## src/rtl/spim_pkg.sv

```systemverilog
package spim_pkg;
    localparam int NUM_EV   = 9;
    localparam int EV_MDONE = 0;
    localparam int EV_SDONE = 1;
    localparam int EV_MMERR = 2;
    localparam int EV_RXREQ = 3;
    localparam int EV_RXOVF = 4;
    localparam int EV_RXUNF = 5;
    localparam int EV_TXREQ = 6;
    localparam int EV_TXOVF = 7;
    localparam int EV_TXUNF = 8;

    localparam logic [2:0] A_CFG  = 3'd0;
    localparam logic [2:0] A_CMD  = 3'd1;
    localparam logic [2:0] A_STAT = 3'd2;
    localparam logic [2:0] A_EVT  = 3'd3;
    localparam logic [2:0] A_MASK = 3'd4;
    localparam logic [2:0] A_DATA = 3'd5;

    typedef enum logic [2:0] {
        ST_IDLE,
        ST_LOAD,
        ST_LOW,
        ST_HIGH,
        ST_PAUSE
    } shift_state_t;

    function automatic int thr_level(input logic [1:0] sel);
        case (sel)
            2'b00:   return 1;
            2'b01:   return 4;
            2'b10:   return 8;
            default: return 12;
        endcase
    endfunction
endpackage

```

## src/rtl/spim_fifo.sv

```systemverilog
module spim_fifo #(
    parameter int W     = 25,
    parameter int DEPTH = 16,
    localparam int AW   = $clog2(DEPTH),
    localparam int CW   = $clog2(DEPTH + 1)
) (
    input  logic          clk,
    input  logic          rst_n,
    input  logic          flush,
    input  logic          push,
    input  logic [W-1:0]  din,
    input  logic          pop,
    output logic [W-1:0]  dout,
    output logic [CW-1:0] count,
    output logic          full,
    output logic          empty
);
    logic [W-1:0]  mem [DEPTH];
    logic [AW-1:0] wp_q, rp_q;
    logic [CW-1:0] cnt_q;
    logic          do_push, do_pop;

    assign full    = (cnt_q == CW'(DEPTH));
    assign empty   = (cnt_q == '0);
    assign do_push = push && !full;
    assign do_pop  = pop && !empty;
    assign dout    = mem[rp_q];
    assign count   = cnt_q;

    always_ff @(posedge clk) begin
        if (do_push && !flush) begin
            mem[wp_q] <= din;
        end
    end

    always_ff @(posedge clk or negedge rst_n) begin
        if (!rst_n) begin
            wp_q  <= '0;
            rp_q  <= '0;
            cnt_q <= '0;
        end else if (flush) begin
            wp_q  <= '0;
            rp_q  <= '0;
            cnt_q <= '0;
        end else begin
            if (do_push) wp_q <= wp_q + 1'b1;
            if (do_pop)  rp_q <= rp_q + 1'b1;
            case ({do_push, do_pop})
                2'b10:   cnt_q <= cnt_q + 1'b1;
                2'b01:   cnt_q <= cnt_q - 1'b1;
                default: cnt_q <= cnt_q;
            endcase
        end
    end
endmodule

```

## src/rtl/spim_shifter.sv

```systemverilog
module spim_shifter
    import spim_pkg::*;
#(
    parameter int MAXW = 24,
    localparam int LW  = $clog2(MAXW + 1)
) (
    input  logic            clk,
    input  logic            rst_n,
    input  logic            en,
    input  logic            ready,
    input  logic            tick,
    input  logic            start,
    input  logic [LW-1:0]   len,
    input  logic            lsb_first,
    input  logic            loopback,
    input  logic            miso,
    input  logic            tx_valid,
    input  logic [MAXW-1:0] tx_word,
    input  logic            tx_last,
    output logic            tx_pop,
    output logic            rx_push,
    output logic [MAXW-1:0] rx_word,
    output logic            done,
    output logic            uflow,
    output logic            sclk,
    output logic            mosi,
    output logic            busy
);
    localparam logic [MAXW-1:0] ONE = MAXW'(1);

    shift_state_t    state_q, state_d;
    logic [MAXW-1:0] sh_q, rx_q, len_mask;
    logic [LW-1:0]   cnt_q, top_idx;
    logic            last_q, cur_bit, din, word_end;

    assign top_idx  = len - 1'b1;
    assign cur_bit  = lsb_first ? sh_q[0] : sh_q[top_idx];
    assign din      = loopback ? mosi : miso;
    assign word_end = (cnt_q == '0);
    assign len_mask = (ONE << len) - ONE;
    assign rx_word  = rx_q & len_mask;

    // state register
    always_ff @(posedge clk or negedge rst_n) begin
        if (!rst_n) state_q <= ST_IDLE;
        else        state_q <= state_d;
    end

    // transitions
    always_comb begin
        state_d = state_q;
        unique case (state_q)
            ST_IDLE:  if (start && ready) state_d = ST_LOAD;
            ST_LOAD:  state_d = tx_valid ? ST_LOW : ST_PAUSE;
            ST_LOW:   if (tick) state_d = ST_HIGH;
            ST_HIGH:  if (tick) state_d = word_end ? (last_q ? ST_IDLE : ST_LOAD) : ST_LOW;
            ST_PAUSE: if (start) state_d = ST_LOAD;
            default:  state_d = ST_IDLE;
        endcase
        if (!en) state_d = ST_IDLE;
    end

    // outputs
    always_comb begin
        sclk    = 1'b0;
        mosi    = 1'b0;
        tx_pop  = 1'b0;
        uflow   = 1'b0;
        rx_push = 1'b0;
        done    = 1'b0;
        busy    = 1'b1;
        unique case (state_q)
            ST_IDLE:  busy = 1'b0;
            ST_LOAD: begin
                tx_pop = tx_valid;
                uflow  = !tx_valid;
            end
            ST_LOW:   mosi = cur_bit;
            ST_HIGH: begin
                sclk    = 1'b1;
                mosi    = cur_bit;
                rx_push = tick && word_end;
                done    = tick && word_end && last_q;
            end
            ST_PAUSE: busy = 1'b1;
            default:  busy = 1'b0;
        endcase
    end

    // shift datapath
    always_ff @(posedge clk or negedge rst_n) begin
        if (!rst_n) begin
            sh_q   <= '0;
            rx_q   <= '0;
            cnt_q  <= '0;
            last_q <= 1'b0;
        end else begin
            case (state_q)
                ST_LOAD: if (tx_valid) begin
                    sh_q   <= tx_word;
                    last_q <= tx_last;
                    cnt_q  <= top_idx;
                    rx_q   <= '0;
                end
                ST_LOW: if (tick) begin
                    rx_q <= lsb_first ? ((rx_q >> 1) | ({MAXW{din}} & (ONE << top_idx)))
                                      : {rx_q[MAXW-2:0], din};
                end
                ST_HIGH: if (tick && !word_end) begin
                    sh_q  <= lsb_first ? (sh_q >> 1) : (sh_q << 1);
                    cnt_q <= cnt_q - 1'b1;
                end
                default: ;
            endcase
        end
    end
endmodule

```

## src/rtl/spi_fifo_master.sv

```systemverilog
module spi_fifo_master
    import spim_pkg::*;
#(
    parameter int MAXW      = 24,
    parameter int DEPTH     = 16,
    parameter int READY_DLY = 4
) (
    input  logic        clk,
    input  logic        rst_n,
    input  logic        host_wr,
    input  logic        host_rd,
    input  logic [2:0]  host_addr,
    input  logic [31:0] host_wdata,
    output logic [31:0] host_rdata,
    input  logic        sclk_tick,
    output logic        sclk,
    output logic        mosi,
    input  logic        miso,
    output logic        irq
);
    localparam int LW  = $clog2(MAXW + 1);
    localparam int CW  = $clog2(DEPTH + 1);
    localparam int RDW = $clog2(READY_DLY + 1);

    // configuration
    logic [LW-1:0]     cfg_len, len_eff;
    logic              cfg_lsb, cfg_loop, cfg_en;
    logic [1:0]        cfg_thr;
    logic [NUM_EV-1:0] ev_q, mask_q, ev_set, ev_clr;
    logic              rx_fl_q, tx_fl_q;
    logic [RDW-1:0]    rdy_cnt;
    logic              ready;

    // host decode
    logic wr_cfg, wr_cmd, wr_evt, wr_mask, wr_data, rd_data, start;
    assign wr_cfg  = host_wr && (host_addr == A_CFG);
    assign wr_cmd  = host_wr && (host_addr == A_CMD);
    assign wr_evt  = host_wr && (host_addr == A_EVT);
    assign wr_mask = host_wr && (host_addr == A_MASK);
    assign wr_data = host_wr && (host_addr == A_DATA);
    assign rd_data = host_rd && (host_addr == A_DATA);
    assign start   = wr_cmd && host_wdata[0];

    // queues and engine
    logic [MAXW:0]   tx_dout;
    logic [MAXW-1:0] rx_dout, rx_word;
    logic [CW-1:0]   tx_count, rx_count, thr;
    logic            tx_full, tx_empty, rx_full, rx_empty;
    logic            tx_pop, rx_push, sh_done, sh_uflow, busy;

    assign len_eff = (cfg_len < LW'(4))    ? LW'(4)
                   : (cfg_len > LW'(MAXW)) ? LW'(MAXW) : cfg_len;
    assign thr     = CW'(thr_level(cfg_thr));

    spim_fifo #(.W(MAXW + 1), .DEPTH(DEPTH)) u_txq (
        .clk   (clk),
        .rst_n (rst_n),
        .flush (tx_fl_q),
        .push  (wr_data),
        .din   ({host_wdata[24], host_wdata[MAXW-1:0]}),
        .pop   (tx_pop),
        .dout  (tx_dout),
        .count (tx_count),
        .full  (tx_full),
        .empty (tx_empty)
    );

    spim_fifo #(.W(MAXW), .DEPTH(DEPTH)) u_rxq (
        .clk   (clk),
        .rst_n (rst_n),
        .flush (rx_fl_q),
        .push  (rx_push),
        .din   (rx_word),
        .pop   (rd_data),
        .dout  (rx_dout),
        .count (rx_count),
        .full  (rx_full),
        .empty (rx_empty)
    );

    spim_shifter #(.MAXW(MAXW)) u_shift (
        .clk       (clk),
        .rst_n     (rst_n),
        .en        (cfg_en),
        .ready     (ready),
        .tick      (sclk_tick),
        .start     (start),
        .len       (len_eff),
        .lsb_first (cfg_lsb),
        .loopback  (cfg_loop),
        .miso      (miso),
        .tx_valid  (!tx_empty),
        .tx_word   (tx_dout[MAXW-1:0]),
        .tx_last   (tx_dout[MAXW]),
        .tx_pop    (tx_pop),
        .rx_push   (rx_push),
        .rx_word   (rx_word),
        .done      (sh_done),
        .uflow     (sh_uflow),
        .sclk      (sclk),
        .mosi      (mosi),
        .busy      (busy)
    );

    // enable-to-ready delay
    always_ff @(posedge clk or negedge rst_n) begin
        if (!rst_n)                            rdy_cnt <= '0;
        else if (!cfg_en)                      rdy_cnt <= '0;
        else if (rdy_cnt != RDW'(READY_DLY))   rdy_cnt <= rdy_cnt + 1'b1;
    end
    assign ready = (rdy_cnt == RDW'(READY_DLY));

    // registers
    always_ff @(posedge clk or negedge rst_n) begin
        if (!rst_n) begin
            cfg_len  <= LW'(8);
            cfg_lsb  <= 1'b0;
            cfg_loop <= 1'b0;
            cfg_en   <= 1'b0;
            cfg_thr  <= 2'b00;
            mask_q   <= '1;
            rx_fl_q  <= 1'b0;
            tx_fl_q  <= 1'b0;
        end else begin
            if (wr_cfg) begin
                cfg_len  <= host_wdata[LW-1:0];
                cfg_lsb  <= host_wdata[5];
                cfg_loop <= host_wdata[6];
                cfg_en   <= host_wdata[7];
                cfg_thr  <= host_wdata[9:8];
            end
            if (wr_mask) mask_q <= host_wdata[NUM_EV-1:0];
            rx_fl_q <= wr_cmd && host_wdata[1];
            tx_fl_q <= wr_cmd && host_wdata[2];
        end
    end

    // events
    always_comb begin
        ev_set           = '0;
        ev_set[EV_MDONE] = sh_done;
        ev_set[EV_RXREQ] = (rx_count >= thr);
        ev_set[EV_RXOVF] = rx_push && rx_full;
        ev_set[EV_RXUNF] = rd_data && rx_empty;
        ev_set[EV_TXREQ] = ((CW'(DEPTH) - tx_count) >= thr);
        ev_set[EV_TXOVF] = wr_data && tx_full;
        ev_set[EV_TXUNF] = sh_uflow;
        ev_clr           = wr_evt ? host_wdata[NUM_EV-1:0] : '0;
    end

    always_ff @(posedge clk or negedge rst_n) begin
        if (!rst_n) ev_q <= '0;
        else        ev_q <= (ev_q & ~ev_clr) | ev_set;
    end

    assign irq = |(ev_q & ~mask_q);

    // read mux
    always_comb begin
        host_rdata = '0;
        case (host_addr)
            A_CFG:  host_rdata = {22'd0, cfg_thr, cfg_en, cfg_loop, cfg_lsb, 5'(cfg_len)};
            A_CMD:  host_rdata = {29'd0, tx_fl_q, rx_fl_q, 1'b0};
            A_STAT: host_rdata = {28'd0, rx_empty, tx_full, busy, ready};
            A_EVT:  host_rdata = 32'(ev_q);
            A_MASK: host_rdata = 32'(mask_q);
            A_DATA: host_rdata = rx_empty ? 32'd0 : 32'(rx_dout);
            default: host_rdata = '0;
        endcase
    end
endmodule

```

## config.mk

```make
export PLATFORM = sky130hd
export DESIGN_NAME = spi_fifo_master
export DESIGN_NICKNAME = d
export VERILOG_FILES = /design/src/rtl/spim_pkg.sv /design/src/rtl/spim_fifo.sv /design/src/rtl/spim_shifter.sv /design/src/rtl/spi_fifo_master.sv
export SDC_FILE = /design/constraint.sdc
export NUM_CORES = 1
export LEC_CHECK = 0
export ABC_AREA = 1
export CORE_MARGIN = 2
export CORE_UTILIZATION = 30
export CTS_BUF_LIST = sky130_fd_sc_hd__clkbuf_16
export CTS_CLUSTER_DIAMETER = 200
export DETAILED_ROUTE_END_ITERATION = 8
export PLACE_DENSITY_LB_ADDON = 0.15
export SLEW_MARGIN = 20
export SYNTH_ARGS = -nofsm -noshare
export SYNTH_HDL_FRONTEND = slang
export SYNTH_HIERARCHICAL = 1
export SYNTH_SLANG_ARGS = --single-unit
export TNS_END_PERCENT = 5
```

## constraint.sdc

```tcl
create_clock -name clk -period 7.19 [get_ports clk]
set_input_delay 1.7975 -clock clk [delete_from_list [all_inputs] [get_ports clk]]
set_output_delay 1.7975 -clock clk [all_outputs]
set_load 0.01 [all_outputs]
```

==> impl.org <==
** Clock network
- Clock buffer count from CTS :: 103
- At the later pin of the worst-skew pair, clock insertion delay measures 0.73 ns.
- CTS hold repair buffers :: 0
- CTS built an H-tree with a depth of 3.
- Clock root buffer :: clkbuf_16
- Clock tree from TritonCTS :: built
- Clock Pin Slew Worst Setup and Hold Paths :: 0.06 ns
- Counting along the longest clock path gives a buffer depth of 3.
- Number of clock sinks seen by CTS :: 900
- In this run the post-CTS setup repair buffer count came out at 0.
- Total of cells resized after clock tree synthesis :: 0

** Timing
- Count of pins over their slew limit :: 0
- Derived from the worst setup path, the maximum achievable clock frequency is roughly 160 MHz.
- Relative max-transition margin :: 24.6%
- After routing, the total negative slack on setup checks comes to 0 ns.
- After layout, the minimum clock period comes to 6.25 ns.
- For the pin with the worst max-slew slack, the measured transition is 1.13 ns.
- The count of endpoints failing hold in the final timing report came to 0.
- Across the routed clock network, the largest skew measured is a little under 0.06 ns.
- Across all setup checks in the final design, the least slack found is 0.943 ns.
- Final critical-path share of the clock period :: between 80 and 90%
- Setup repair after global routing left no endpoint under its margin.
- Number of failing setup endpoints in the final timing report :: 0

** Drt
- Initial DRC Count :: a little over 2000
- The routed layout has approximately 27000 vias.
- The routed design has about 110000 um of wire.
- DRC viols :: 0
- Number of nets with antenna violations after detailed routing :: 0
- Drt first pass iters :: 5
- Via-per-instance ratio :: 4.86
- Average wire length per cell after detail routing :: 20.8 um

** Critical path
- Max FO, Critical Path :: 11
- For the worst setup path, the data required time is between 5 and 6 ns.
- Startpoint type of the worst setup path :: register
- WS Path Type :: register to output pin
- Worst setup EP type :: output pin
- Data arrives at the worst endpoint at 4.45 ns.

** Synthesis
- Synthesized area per cell :: 11.0 um^2
- Portion of the post-synthesis area used by sequential elements :: 66.6%
- Yosys mapped the design onto 52 distinct sky130hd cell types.
- The cell area that synthesis handed to floorplanning was approximately 40000 um^2.
- The synthesized design contains 784 enable-type register cells.
- Yosys printed 6 warnings.
- Counting flops and latches in the post-synthesis netlist gives 900.
- Top flip-flop cell by instance count after synthesis :: edfxtp_1
- Synthesis handed over a netlist of 3622 instances.
- Post-synth ARST share :: 12.9%

** Cells and area
- Finished Core Util :: around a third
- Final instance area :: 45600 um^2
- The top cell types in the final layout, fill and taps aside, are edfxtp_1 (784), nor2_1 (701), nand2_1 (435).
- Area growth, synth to finish :: 14.7%
- The net count of the finished layout is 3732.
- The repair_antennas step left the layout with diodes totalling 0.
- The library cell used most frequently in the layout, excluding fill and tap cells, is edfxtp_1.
- In the final layout, the share of cells above drive strength 1 is 9.89%.

** GRT
- Overflow left after global routing :: 0
- The via count of the first global-routing pass was 25772.
- The first global-routing pass estimated ~170000 um of wire.
- For this run, the total global-route usage over all layers was measured as 16.8%.
- Entering global routing, the biggest net connects roughly 180 pins.
- Number of antenna violations at the first check in global routing :: 3

** Status
- Result of the run :: finished, final reports clean

** Floorplan
- Initial core utilization :: slightly above 30%
- Count of boundary I/O pins :: 76
- Die Y-Extent :: 368 um
- The die covers 135000 um^2.
- Chip width :: 368 um
- The core region is about 130000 um^2.
- In this run the core area contains approximately 130 standard-cell rows.

** Placed design
- Post-Place Worst Slack :: approximately 1.6 ns
- Instance area after placement :: about 42000 um^2
- Gpl congestion :: 0.774
- In this run the tool buffered the top-level ports with 60 buffer cells.
- Sum of net half-perimeters after detailed placement :: 64100 um

** Power
- The completed layout was analyzed and its total power is 0.0119 W.
- Power spread over the standard cell area amounts to about 260 nW/um^2.
- Worst supply voltage drop on vdd :: 0.176 mV
- Leakage power summed over all cells :: 15.8 nW

** Min path
- Worst min-delay path category :: register to register

** Flow run
- Across the run, the number of max-cap violations was 0.
## synthesized netlist by cell type (all sizes together), types with 10 or more instances
| cell | count | share of area (%) |
|---|---|---|
| o211ai | 220 | 4.2 |
| a21oi | 85 | 1.1 |
| nor2 | 735 | 7.1 |
| dfrtp | 106 | 6.7 |
| buf | 132 | 2.2 |
| ha | 30 | 0.94 |
| nand4 | 12 | 0.20 |
| a31oi | 25 | 0.39 |
| nand2 | 452 | 4.4 |
| clkbuf | 82 | 0.78 |
| dfstp | 10 | 0.66 |
| inv | 207 | 2.0 |
| nor3 | 44 | 0.55 |
| edfxtp | 784 | 59 |
| o21ai | 459 | 5.9 |
| nand3 | 200 | 2.9 |
## state kept, by name, indices dropped and copies added (netlist names), 5 cells and up
register,flops
u_shift/sh_q,24
u_txq/count,5
mask_q,9
u_rxq/mem,384
u_txq/mem,400
u_shift/cnt_q,5
ev_q,9
u_rxq/count,5
u_shift/rx_q,24
cfg_len,5
## worst paths after layout
path / cells past startpoint / start / slack [ns] / end
setup / recovery: 14 / cfg_len[4] / 0.94 / mosi
hold / removal: 2 / mask_q[5] / 0.48 / mask_q[5]
setup reg to reg: 11 / u_shift/state_q[2] / 2.34 / u_rxq/mem[8][9]
hold reg to reg: 2 / mask_q[5] / 0.48 / mask_q[5]
max in group asynchronous: 2 / rst_n / 4.84 / u_rxq/rp_q[0]
min in group asynchronous: 1 / rst_n / 1.11 / u_shift/rx_q[9]
## where the power goes
part | internal [W] | switching [W] | total (W) | leakage (nW)
combinational | 0.000319 | 0.000722 | 0.00104 | 5.91
sequential | 0.00571 | 0.0000746 | 0.00578 | 8.21
clock | 0.00293 | 0.00217 | 0.00510 | 1.71
## critical path, cell delays in order (launching register included)
cell             delay [ns]
dfrtp_1                0.79
nor3_1                 0.18
nor3_1                 0.46
inv_1                  0.23
ha_1                   0.32
inv_1                  0.10
nand2_1                0.05
nand2_1                0.40
nand3_1                0.13
nand2_1                0.08
nand2_1                0.05
nand2_1                0.07
o21ai_2                0.12
inv_1                  0.20
clkdlybuf4s50_1        0.58
## layer usage
metal	wire, um	GRT usage, %	up-vias
met2	51100	25.7	435
met3	4460	2.65	134
met1	56600	24.8	13310
met4	2290	4.15	2
met5	16	0	-
li1	-	-	12819
## through the flow
stage | cells | hold slack [ns]
2_1_floorplan | 3629 | 0.449
3_3_place_gp | 5307 | 0.465
3_5_place_dp | 5309 | 0.474
4_1_cts | 5495 | 0.483
5_1_grt | 5495 | 0.494
6_report | 5495 | 0.483
## final cells by class
class                      count  area (um^2)
clock buffer                 103         2580
timing repair buffer         139         1240
multi-input combinational   2303        11500
tap                         1755         2200
fill                       13173        85900
clock inverter                83          707
sequential                   900        26500
inverter                     212          815
## kinds of logic after synthesis
kind of cell	share of synthesized area [%]
buffers and inverters	5.00
adders and majority gates	1.05
other	0.00944
xor gates and xnor gates	0.243
DFF	66.6
AOI/OAI and AO/OA	11.7
and+or+nand+nor	15.4
Power figures use the tool's default switching activity.
